<file path="src/rtl/mw_eeprom_pkg.sv">
package mw_eeprom_pkg;

    typedef enum logic [2:0] {
        ST_IDLE,
        ST_OPCODE,
        ST_ADDR,
        ST_DATA,
        ST_READ,
        ST_DONE
    } mw_state_e;

    typedef enum logic [1:0] {
        OP_EXT   = 2'b00,
        OP_WRITE = 2'b01,
        OP_READ  = 2'b10,
        OP_ERASE = 2'b11
    } mw_op_e;

    typedef enum logic [1:0] {
        EXT_LOCK   = 2'b00,
        EXT_FILL   = 2'b01,
        EXT_CLEAR  = 2'b10,
        EXT_UNLOCK = 2'b11
    } mw_ext_e;

endpackage

</file>
<file path="src/rtl/mw_pin_sync.sv">
module mw_pin_sync #(
    parameter int STAGES = 2
) (
    input  logic clk,
    input  logic rst_n,
    input  logic cs_raw,
    input  logic sk_raw,
    input  logic di_raw,
    output logic cs_s,
    output logic di_s,
    output logic sk_rise
);
    logic [STAGES-1:0] cs_p, sk_p, di_p;
    logic              sk_last;

    generate
        for (genvar g = 0; g < STAGES; g++) begin : g_stage
            if (g == 0) begin : g_first
                always_ff @(posedge clk or negedge rst_n) begin
                    if (!rst_n) begin
                        cs_p[0] <= 1'b0;
                        sk_p[0] <= 1'b0;
                        di_p[0] <= 1'b0;
                    end else begin
                        cs_p[0] <= cs_raw;
                        sk_p[0] <= sk_raw;
                        di_p[0] <= di_raw;
                    end
                end
            end else begin : g_next
                always_ff @(posedge clk or negedge rst_n) begin
                    if (!rst_n) begin
                        cs_p[g] <= 1'b0;
                        sk_p[g] <= 1'b0;
                        di_p[g] <= 1'b0;
                    end else begin
                        cs_p[g] <= cs_p[g-1];
                        sk_p[g] <= sk_p[g-1];
                        di_p[g] <= di_p[g-1];
                    end
                end
            end
        end
    endgenerate

    always_ff @(posedge clk or negedge rst_n) begin
        if (!rst_n) sk_last <= 1'b0;
        else        sk_last <= sk_p[STAGES-1];
    end

    assign cs_s    = cs_p[STAGES-1];
    assign di_s    = di_p[STAGES-1];
    assign sk_rise = sk_p[STAGES-1] & ~sk_last;

endmodule

</file>
<file path="src/rtl/mw_word_store.sv">
module mw_word_store #(
    parameter int ADDR_W = 6,
    parameter int DATA_W = 16
) (
    input  logic              clk,
    input  logic              rst_n,
    input  logic              wr_one,
    input  logic              wr_all,
    input  logic [ADDR_W-1:0] wr_addr,
    input  logic [DATA_W-1:0] wr_data,
    input  logic [ADDR_W-1:0] rd_addr,
    output logic [DATA_W-1:0] rd_data
);
    localparam int WORDS = 1 << ADDR_W;

    logic [DATA_W-1:0] cells [WORDS];

    always_ff @(posedge clk or negedge rst_n) begin
        if (!rst_n) begin
            for (int w = 0; w < WORDS; w++) cells[w] <= '1;
        end else begin
            for (int w = 0; w < WORDS; w++) begin
                if (wr_all || (wr_one && wr_addr == ADDR_W'(w)))
                    cells[w] <= wr_data;
            end
        end
    end

    assign rd_data = cells[rd_addr];


    store_hold_chk: assert property (@(posedge clk) disable iff (!rst_n)
        (!wr_one && !wr_all) |=> $stable(cells[0]))
        else $error("word 0 changed without a write strobe");

endmodule

</file>
<file path="src/rtl/mw_prog_timer.sv">
module mw_prog_timer #(
    parameter int PROG_CYCLES = 64
) (
    input  logic clk,
    input  logic rst_n,
    input  logic start,
    output logic busy
);
    localparam int CW = $clog2(PROG_CYCLES + 1);

    logic [CW-1:0] remain;

    always_ff @(posedge clk or negedge rst_n) begin
        if (!rst_n)            remain <= '0;
        else if (start)        remain <= CW'(PROG_CYCLES);
        else if (remain != '0) remain <= remain - 1'b1;
    end

    assign busy = (remain != '0);


    busy_start_chk: assert property (@(posedge clk) disable iff (!rst_n)
        start |=> busy)
        else $error("timer not busy after a programming start");


    busy_cause_chk: assert property (@(posedge clk) disable iff (!rst_n)
        $rose(busy) |-> $past(start))
        else $error("busy rose without a programming start");

endmodule

</file>
<file path="src/rtl/mw_eeprom_emu.sv">
module mw_eeprom_emu
    import mw_eeprom_pkg::*;
#(
    parameter int ADDR_W      = 6,
    parameter int DATA_W      = 16,
    parameter int PROG_CYCLES = 64,
    parameter int SYNC_STAGES = 2
) (
    input  logic clk,
    input  logic rst_n,
    input  logic chip_sel,
    input  logic ser_clk,
    input  logic ser_in,
    output logic ser_out
);
    localparam int CNT_W = $clog2(DATA_W + 2);
    localparam logic [CNT_W-1:0] ADDR_LAST = CNT_W'(ADDR_W - 1);
    localparam logic [CNT_W-1:0] DATA_LAST = CNT_W'(DATA_W - 1);
    localparam logic [CNT_W-1:0] READ_LAST = CNT_W'(DATA_W);

    logic              cs_s, di_s, sk_rise;
    logic              busy;
    mw_state_e         state, state_n;
    mw_op_e            op_q;
    logic [CNT_W-1:0]  bit_cnt;
    logic [ADDR_W-1:0] addr_q, addr_full;
    logic [DATA_W-1:0] data_q, data_full;
    logic [DATA_W:0]   rd_shift;
    logic              wen_q;
    mw_ext_e           ext;
    logic              last_addr_ev, last_data_ev;
    logic              mem_wr_one, mem_wr_all;
    logic [ADDR_W-1:0] mem_wr_addr;
    logic [DATA_W-1:0] mem_wr_data, mem_rd_data;

    mw_pin_sync #(.STAGES(SYNC_STAGES)) i_sync (
        .clk     (clk),
        .rst_n   (rst_n),
        .cs_raw  (chip_sel),
        .sk_raw  (ser_clk),
        .di_raw  (ser_in),
        .cs_s    (cs_s),
        .di_s    (di_s),
        .sk_rise (sk_rise)
    );

    // Event decode shared by next-state and output logic
    always_comb begin
        addr_full    = {addr_q[ADDR_W-2:0], di_s};
        data_full    = {data_q[DATA_W-2:0], di_s};
        ext          = mw_ext_e'(addr_full[ADDR_W-1:ADDR_W-2]);
        last_addr_ev = cs_s && sk_rise && (state == ST_ADDR) && (bit_cnt == ADDR_LAST);
        last_data_ev = cs_s && sk_rise && (state == ST_DATA) && (bit_cnt == DATA_LAST);
    end

    // Next-state logic
    always_comb begin
        state_n = state;
        if (!cs_s) begin
            state_n = ST_IDLE;
        end else if (sk_rise) begin
            unique case (state)
                ST_IDLE: begin
                    if (di_s && !busy) state_n = ST_OPCODE;
                end
                ST_OPCODE: begin
                    if (bit_cnt == CNT_W'(1)) state_n = ST_ADDR;
                end
                ST_ADDR: begin
                    if (bit_cnt == ADDR_LAST) begin
                        unique case (op_q)
                            OP_READ:  state_n = ST_READ;
                            OP_WRITE: state_n = ST_DATA;
                            OP_ERASE: state_n = ST_DONE;
                            OP_EXT:   state_n = (ext == EXT_FILL) ? ST_DATA : ST_DONE;
                            default:  state_n = ST_DONE;
                        endcase
                    end
                end
                ST_DATA: begin
                    if (bit_cnt == DATA_LAST) state_n = ST_DONE;
                end
                ST_READ: begin
                    if (bit_cnt == READ_LAST) state_n = ST_DONE;
                end
                ST_DONE: state_n = ST_DONE;
                default: state_n = ST_IDLE;
            endcase
        end
    end

    // State register
    always_ff @(posedge clk or negedge rst_n) begin
        if (!rst_n) state <= ST_IDLE;
        else        state <= state_n;
    end

    // Shift registers, bit counter and permission flag
    always_ff @(posedge clk or negedge rst_n) begin
        if (!rst_n) begin
            bit_cnt  <= '0;
            op_q     <= OP_EXT;
            addr_q   <= '0;
            data_q   <= '0;
            rd_shift <= '0;
            wen_q    <= 1'b0;
        end else begin
            if (state_n != state)
                bit_cnt <= '0;
            else if (cs_s && sk_rise && state != ST_IDLE && state != ST_DONE)
                bit_cnt <= bit_cnt + 1'b1;

            if (cs_s && sk_rise) begin
                unique case (state)
                    ST_OPCODE: op_q   <= mw_op_e'({op_q[0], di_s});
                    ST_ADDR:   addr_q <= addr_full;
                    ST_DATA:   data_q <= data_full;
                    ST_READ:   rd_shift <= {rd_shift[DATA_W-1:0], 1'b0};
                    default:   ;
                endcase
            end

            if (last_addr_ev && op_q == OP_READ)
                rd_shift <= {1'b0, mem_rd_data};

            if (last_addr_ev && op_q == OP_EXT) begin
                if (ext == EXT_UNLOCK)    wen_q <= 1'b1;
                else if (ext == EXT_LOCK) wen_q <= 1'b0;
            end
        end
    end

    // Outputs: store strobes and serial output
    always_comb begin
        mem_wr_one  = 1'b0;
        mem_wr_all  = 1'b0;
        mem_wr_data = data_full;
        mem_wr_addr = (state == ST_ADDR) ? addr_full : addr_q;
        if (wen_q) begin
            unique case (op_q)
                OP_WRITE: mem_wr_one = last_data_ev;
                OP_ERASE: begin
                    mem_wr_one  = last_addr_ev;
                    mem_wr_data = '1;
                end
                OP_EXT: begin
                    if (state == ST_DATA) begin
                        mem_wr_all = last_data_ev;
                    end else if (ext == EXT_CLEAR) begin
                        mem_wr_all  = last_addr_ev;
                        mem_wr_data = '1;
                    end
                end
                default: ;
            endcase
        end

        if (state == ST_READ)
            ser_out = rd_shift[DATA_W];
        else if (cs_s && (state == ST_IDLE || state == ST_DONE))
            ser_out = ~busy;
        else
            ser_out = 1'b0;
    end

    mw_word_store #(.ADDR_W(ADDR_W), .DATA_W(DATA_W)) i_store (
        .clk     (clk),
        .rst_n   (rst_n),
        .wr_one  (mem_wr_one),
        .wr_all  (mem_wr_all),
        .wr_addr (mem_wr_addr),
        .wr_data (mem_wr_data),
        .rd_addr (addr_full),
        .rd_data (mem_rd_data)
    );

    mw_prog_timer #(.PROG_CYCLES(PROG_CYCLES)) i_timer (
        .clk   (clk),
        .rst_n (rst_n),
        .start (mem_wr_one | mem_wr_all),
        .busy  (busy)
    );


    cs_abort_chk: assert property (@(posedge clk) disable iff (!rst_n)
        !cs_s |=> (state == ST_IDLE))
        else $error("decoder not idle after chip select low");


    dummy_zero_chk: assert property (@(posedge clk) disable iff (!rst_n)
        (state == ST_READ && $past(state) != ST_READ) |-> !ser_out)
        else $error("read did not start with a zero bit");


    busy_ignore_chk: assert property (@(posedge clk) disable iff (!rst_n)
        (state == ST_IDLE && busy) |=> (state == ST_IDLE))
        else $error("start bit accepted while busy");

endmodule

</file>
<file path="config.mk">
export PLATFORM = sky130hd
export DESIGN_NAME = mw_eeprom_emu
export DESIGN_NICKNAME = d
export VERILOG_FILES = /design/src/rtl/mw_eeprom_pkg.sv /design/src/rtl/mw_pin_sync.sv /design/src/rtl/mw_word_store.sv /design/src/rtl/mw_prog_timer.sv /design/src/rtl/mw_eeprom_emu.sv
export SDC_FILE = /design/constraint.sdc
export NUM_CORES = 1
export LEC_CHECK = 0
export ABC_AREA = 1
export BUFFER_PORTS_ARGS = -buffer_cell sky130_fd_sc_hd__buf_4
export CAP_MARGIN = 5
export CELL_PAD_IN_SITES_DETAIL_PLACEMENT = 0
export CELL_PAD_IN_SITES_GLOBAL_PLACEMENT = 1
export CORE_UTILIZATION = 55
export DETAILED_ROUTE_END_ITERATION = 16
export GPL_TIMING_DRIVEN = 0
export PLACE_DENSITY_LB_ADDON = 0.3
export SLEW_MARGIN = 40
export SYNTH_ARGS = -nofsm -noshare
export SYNTH_HDL_FRONTEND = slang
export SYNTH_HIERARCHICAL = 1
export SYNTH_SLANG_ARGS = --single-unit
</file>
<file path="constraint.sdc">
create_clock -name clk -period 6.1 [get_ports clk]
set_clock_uncertainty 0.1 [all_clocks]
set_input_delay 1.22 -clock clk [delete_from_list [all_inputs] [get_ports clk]]
set_output_delay 1.22 -clock clk [all_outputs]
set_load 0.02 [all_outputs]
</file>
==> results of run 1 <==
cell usage in the layout (no fill, tap or decap), types with 6 or more instances in the layout:
| cell | count |
|---|---|
| clkbuf_2 | 23 |
| inv_2 | 15 |
| nor2_2 | 7 |
| buf_6 | 42 |
| nand2_1 | 1502 |
| a31oi_1 | 14 |
| inv_1 | 63 |
| diode_2 | 8 |
| o21ai_1 | 14 |
| o22ai_1 | 15 |
| nand2_4 | 31 |
| dfrtp_1 | 63 |
| ha_1 | 13 |
| nand3_1 | 888 |
| bufinv_16 | 6 |
| clkbuf_8 | 38 |
| clkbuf_1 | 230 |
| a21oi_1 | 6 |
| nor2_1 | 47 |
| o21ai_0 | 26 |
| mux2_2 | 1020 |
| buf_1 | 45 |
| clkbuf_16 | 121 |
| clkinv_2 | 26 |
| dfstp_2 | 1024 |
| nand2_2 | 20 |
| buf_4 | 28 |
| buf_2 | 80 |
| buf_16 | 16 |
flip-flops by register name, summed over array words and instances (netlist names):
signal and cells:
i_sync/sk_p 2, i_sync/cs_s 1, i_store/cells 1024, bit_cnt 5, i_sync/di_s 1, wen_q 1, addr_q 6, rd_shift 17
data_q 15, i_sync/di_p 1, state 3, i_sync/cs_p 1, i_sync/sk_last 1, op_q 2, i_timer/remain 7
worst min path at each step:
stage	to	slack [ns]
2_1_floorplan	i_sync/cs_s	0.23
3_3_place_gp	i_sync/di_s	0.25
3_5_place_dp	i_sync/di_s	0.24
4_1_cts	i_sync/sk_p[1]	0.27
5_1_grt	i_sync/sk_p[1]	0.27
6_report	i_sync/sk_p[1]	0.27
through the flow:
stage / power [mW] / setup WS [ns]
finish: 17.0 / 2.26
global route: 17.5 / 2.08
CTS: 17.0 / 2.37
detailed placement: 9.68 / 2.39
global placement: 9.63 / -8.81
floorplan: 8.56 / 3.27
synth_stat cells:
library cell	n
buf_4	23
xnor2_1	1
buf_2	65
ha_1	13
nor3_1	1
inv_2	15
o21ai_0	27
nand2_1	1502
nand3_2	3
clkbuf_1	232
nand4_1	3
a22oi_1	2
buf_1	60
inv_1	63
nand2_4	31
buf_6	41
dfrtp_1	63
nand3_1	888
nand2_2	20
nor3_4	4
nor2_4	4
nor2_1	47
mux2_1	4
o211ai_1	4
a21oi_1	6
dfstp_2	1024
xor2_1	4
o22ai_1	15
nor2_2	7
mux2_2	1020
o21ai_1	13
o221ai_1	1
a31oi_1	14
mux2i_1	1
logic make-up after synthesis:
logic type,Yosys count
buf+inv,499
flops,1087
mux,1025
xor+xnor,5
simple gates,2510
compound gates,82
fa+ha+maj,13
report_power, final:
part | leakage (nW) | internal (mW) | switching [mW] | total [mW]
Clock | 2.00 | 4.33 | 2.99 | 7.32
Combinational | 11.6 | 0.551 | 1.85 | 2.40
Sequential | 11.4 | 7.26 | 0.0142 | 7.27
Total | 25.0 | 12.1 | 4.85 | 17.0
worst max-delay path: stages (launching register included):
cell     delay, ns
dfrtp_1       0.35
inv_1         0.05
nor2_2        0.19
nand2_1       0.31
nor2_1        0.30
nand2_1       0.12
o21ai_1       0.14
inv_1         0.07
nor2_1        0.15
inv_1         0.22
nor3_4        0.39
buf_2         0.33
nand2_1       0.10
nand2_2       0.27
buf_4         0.29
mux2_2        0.37
final cells by class:
class	instances	area [um2]
fillers	8136	36800
clock inverters	40	383
well taps	1276	1600
repair buffers	23	504
diodes	8	20.0
clock buffers	180	3630
inverters	78	293
flip-flops and latches	1087	28500
plain buffers	421	2100
multi-input cells	3635	23200
per-layer routing:
metal / wire (um) / global-route usage, %
met4: 7970 / 15.0
met1: 75700 / 50.9
met2: 77200 / 52.5
met3: 17600 / 9.55
met5: 0 / 0
==> run metrics, run 1 <==
setup violators final 0; Syn Nets between 5000 and 6000; FF-to-FF setup slack 2.26 ns; ANT nets after route 0; WP data arrival between 4 and 5 ns; Post-CTS Setup Repair Bufs 0; CP Capture Type register; R2R depth 15; CP endpoint i_store/cells[803]; xor and xnor area share after synthesis less than 1%; Die X-Extent 315 um; routed vias/inst 5.98; maximum VDD drop about 270 uV; Yosys cell types 34; Final Max Tran Viols 0; post-synthesis sequential area ratio about 53%; H-tree depth 3; Overflow after GRT 0; Initial Util between 50% and 60%; Non-Filler Instances between 6000 and 7000; Worst Hold Class register to register; Post-Synth Simple-Gate Area between 20% and 30%; setup repair after global routing missed its margin false; Clock Tree Root clkbuf_16; Least-Margin Pin Slew a little over 1 ns; Cell Area, Synth approximately 54000 um2; residual DRC count 0; Max Cap Viol 0; total global-route track usage a little over a third; launch point of the worst path i_sync/sk_p[1]; Tcrit/Tclk final between 60% and 70%; Resize count post-CTS 0; Fmax achieved roughly 0.26 GHz; TritonCTS sink count 1087; total negative slack 0 ns; status finished clean; largest net degree at the start of global routing 118; adder-cell area share of the yosys netlist 0.301%; initial antenna violation count 1; Max clock buf depth 3; post-synthesis mux area share approximately a fifth; Yosys warning count 6; post-synthesis compound-gate area fraction 0.862%; Syn Inst Count between 5000 and 6000; Worst EP required 6.63 ns; Routed WL around 180000 um; number of global-route vias before repair between 30000 and 40000; WHS Path Cells 0; Final Hold Vio Count 0; Tmin final 3.84 ns; core area 97000 um2; pwr/cell area about 280 nW/um2; Clock Latency Late Sink 0.73 ns; Yosys reg bits 1087; r2r startpoint i_sync/sk_p[1]; row cnt around 110; Synth area leader dfstp_2; CTS buffer count ~120; gp weighted congestion 1.06; WL per Instance between 20 and 30 um; worst hold slack between 0.2 and 0.3 ns; fin nets around 5400; Placement Cell Area ~56000 um2; first-pass GRT wire length approximately 260000 um; CTS tree built; Synth Area per Inst approximately 10 um2; reg2reg end i_store/cells[803]; Pre-Repair DR Iteration Count 8; largest family of logic cells by synthesized area multiplexers; largest cells by area after synthesis dfstp_2 (50%), mux2_2 (21%), nand2_1 (10%); hold path start i_sync/sk_p[0]; cts hold-fix bufs 0; port bufs 5; Worst-path clk slew about 0.06 ns; critical path type register to register; post-layout instance area 60200 um2; layout cell share with drive strength beyond 1 46.1%; Inst Count DP ~6500; CP max FO 10; Slew HR 32.6%; post-DP HPWL around 130000 um; Yosys top cell area share roughly half; Die Span Y 315 um; crit path launch type register; die area just under 100000 um2; iteration-0 DRC count of the detailed router about 4300; leakage roughly 25 nW; Layout area overhead 11.4%; via count between 40000 and 50000; post-layout util between 60% and 70%; # IOs 6
(Power assumes the default switching activity.)
==> inputs of run 2 (changes only) <==
- CORE_UTILIZATION: 55 -> 47
- clock period: 6.1 -> 3.38 ns (I/O delays scaled with it)
==> run 2 against run 1 <==
- the flow now finishes with violations (negative setup slack)
- clock power rose by 93%
- sequential cell count did not move
- clock-buffer cell count fell by 16
- combinational power rose by 83%
- total power rose by 86%
- design area rose by 1.8%
- largest cell class unchanged
- largest power group unchanged
- highest routed layer is now met5
==> run metrics, run 2 (synthesis gave the netlist of run 1 again) <==
status finished with violations; failing checks negative setup slack; routed vias/inst 5.74 (-4.0%); Tcrit/Tclk final 100% (+37 points); Reg with most FFs i_store/cells; total global-route track usage 31.2% (-4.9 points); die area 116000 um2 (+17%); Gate power share 13.8% (-0.3 points); Initial Util 47.7% (-7.9 points); hold path start i_sync/di_p[0]; CP max-delay cell dfrtp_1; met1 WL 79800 um (+5.5%); FF-to-FF setup slack -0.003 ns (-2.26 ns); iteration-0 DRC count of the detailed router 3946 (-8.9%); wire length on met2 79200 um (+2.7%); initial antenna violation count 6 (+5); Overflow after GRT 0 (unchanged); setup repair after global routing missed its margin true; sequential share of power 41.5% (-1.3 points); Worst EP required 3.94 ns (-2.69 ns); post-layout util 54.1% (-7.9 points); Buffers & Inverters on Critical Path 3 (-2); CP Capture Type register; first-pass GRT wire length 267000 um (+2.2%); CTS buffer count 118 (unchanged); Pint 22.7 mW (+87%); final worst slack -0.00274 ns (-2.26 ns); layout cell share with drive strength beyond 1 48.7% (+2.6 points); # IOs 6 (unchanged); WL per Instance 25.9 um (-2.2%); critical path type register to register; CP top delay family buffers and inverters; setup violators final 1 (+1); Worst Hold Class register to register; row cnt 123 (+7.9%); met3 routed WL 14500 um (-18%); Die X-Extent 341 um (+8.1%); maximum VDD drop 378 uV (+42%); Worst-path clk slew 0.06 ns (about the same); Tmin final 3.38 ns (-0.458 ns); Die Span Y 341 um (+8.1%); Layout area overhead 13.4%; Pre-Repair DR Iteration Count 5 (-3); Switching Fraction 28.3% (-0.28 points); Final Max Tran Viols 0 (unchanged); WP data arrival 3.94 ns (-0.43 ns); commonest non-fill, non-tap cells in the layout nand2_1 (1485), dfstp_2 (1024), mux2_2 (1020), nand3_1 (888), clkbuf_1 (136); hold path endpoint i_sync/di_s; fin nets 5398 (+0.30%); post-DP HPWL 130000 um (+1.4%); Least-Margin Pin Slew 0.880 ns (-0.131 ns); leakage 25.5 nW (+2.1%); CP max FO 10 (unchanged); clock share of power 44.7% (+1.6 points); largest net degree at the start of global routing 118 (unchanged); Non-Filler Instances 6988 (+3.6%); H-tree depth 3 (unchanged); Place WS -0.376 ns (-2.77 ns); commonest non-fill, non-tap cell in the layout nand2_1; Top Metal Used met5; core area 113000 um2 (+17%); Max Cap Viol 0 (unchanged); number of global-route vias before repair 39429 (+0.67%); R2R depth 13 (-2); ANT nets after route 0 (unchanged); Psw 8.95 mW (+84%); largest registers i_store/cells: 1024 flops, rd_shift: 17 flops, data_q: 15 flops; slowest cell delay on critical path 0.65 ns (+0.26 ns); crit path launch type register; via count 40092 (-0.62%); Clock Tree Root clkbuf_16; Routed WL 181000 um (+1.2%); r2r startpoint i_sync/di_s; Clock Latency Late Sink 0.73 ns (about the same); critical path, cell by cell buf_2 > buf_2 > clkbuf_2 > nand2_1 > nand3_1 > nand3_1 > nand2_1 > nand2_1 > nand3_1 > nand3_1 > nand2_1 > nand2_1 > nand3_1; port bufs 5 (unchanged); worst hold slack 0.247 ns (-0.0179 ns); Max clock buf depth 3 (unchanged); total negative slack -0.00274 ns (-0.00274 ns); Final Hold Vio Count 0 (unchanged); residual DRC count 0 (unchanged); flip-flop count of the largest register after layout 1024 (unchanged); WHS Path Cells 0 (unchanged); gp weighted congestion 1.04 (-2.4%); TritonCTS sink count 1087 (unchanged); Fmax achieved 0.296 GHz (+14%); reg2reg end rd_shift[5]; Inst Count DP 6744 (+3.4%); pwr/cell area 517 nW/um2 (+83%); Slew HR 41.3% (+8.7 points); CTS tree built
## run 2: repair_timing
item,4_1_cts,5_1_grt
pin swaps,2,3
setup buffers,3,12
cloned,0,0
resized for setup,33,184
hold buffers,4,0
setup endpoints to repair,636,650
hold endpoints to repair,7,0
## run 2: power groups by stage
stage	Sequential [mW]	Clock (mW)	Combinational, mW
2_1_floorplan	13.3	0	2.15
3_3_place_gp	13.3	0	4.14
3_5_place_dp	13.3	0	4.21
4_1_cts	13.1	14.4	4.23
5_1_grt	13.1	14.9	4.61
6_report	13.1	14.1	4.38
## run 2: layout make-up
type                    count  area, um2
inverters                  78        293
repair buffers             42        698
fillers                 10059      51900
well taps                1500       1880
diodes                      6       15.0
flip-flops and latches   1087      28500
plain buffers             418       2280
clock inverters            58        753
multi-input cells        3635      23300
clock buffers             164       3540
## run 2: per-layer routing
metal  vias to the layer above  GRT usage, %
li1                      17872             -
met1                     20438          45.0
met2                      1460          46.7
met3                       318          5.63
met4                         4          11.8
met5                         -             0
## run 2: worst max-delay path by stage
stage               slack (ns)  cells past startpoint            from                  to
global placement        -11.16                      1           rst_n         rd_shift[7]
finish                  -0.003                     13     i_sync/di_s         rd_shift[5]
global route             -0.07                     17      bit_cnt[1]  i_store/cells[518]
CTS                      0.003                     12       addr_q[0]        rd_shift[11]
detailed placement       -0.38                     15  i_sync/sk_p[1]  i_store/cells[988]
floorplan                 0.55                     12        state[2]  i_store/cells[136]
## run 2: worst register-to-register path, cell delays in order, from the launching register on
cell      delay (ns)
dfrtp_1         0.65
buf_2           0.32
buf_2           0.48
clkbuf_2        0.51
nand2_1         0.10
nand3_1         0.10
nand3_1         0.08
nand2_1         0.19
nand2_1         0.09
nand3_1         0.09
nand3_1         0.31
nand2_1         0.17
nand2_1         0.06
nand3_1         0.08
## run 2: stage by stage
stage                     cell area (um2)  total power [mW]
final                               61200              31.6
after global placement              55900              17.4
after floorplan                     54000              15.5
after detailed placement            56400              17.5
after global routing                61200              32.6
after CTS                           60900              31.7
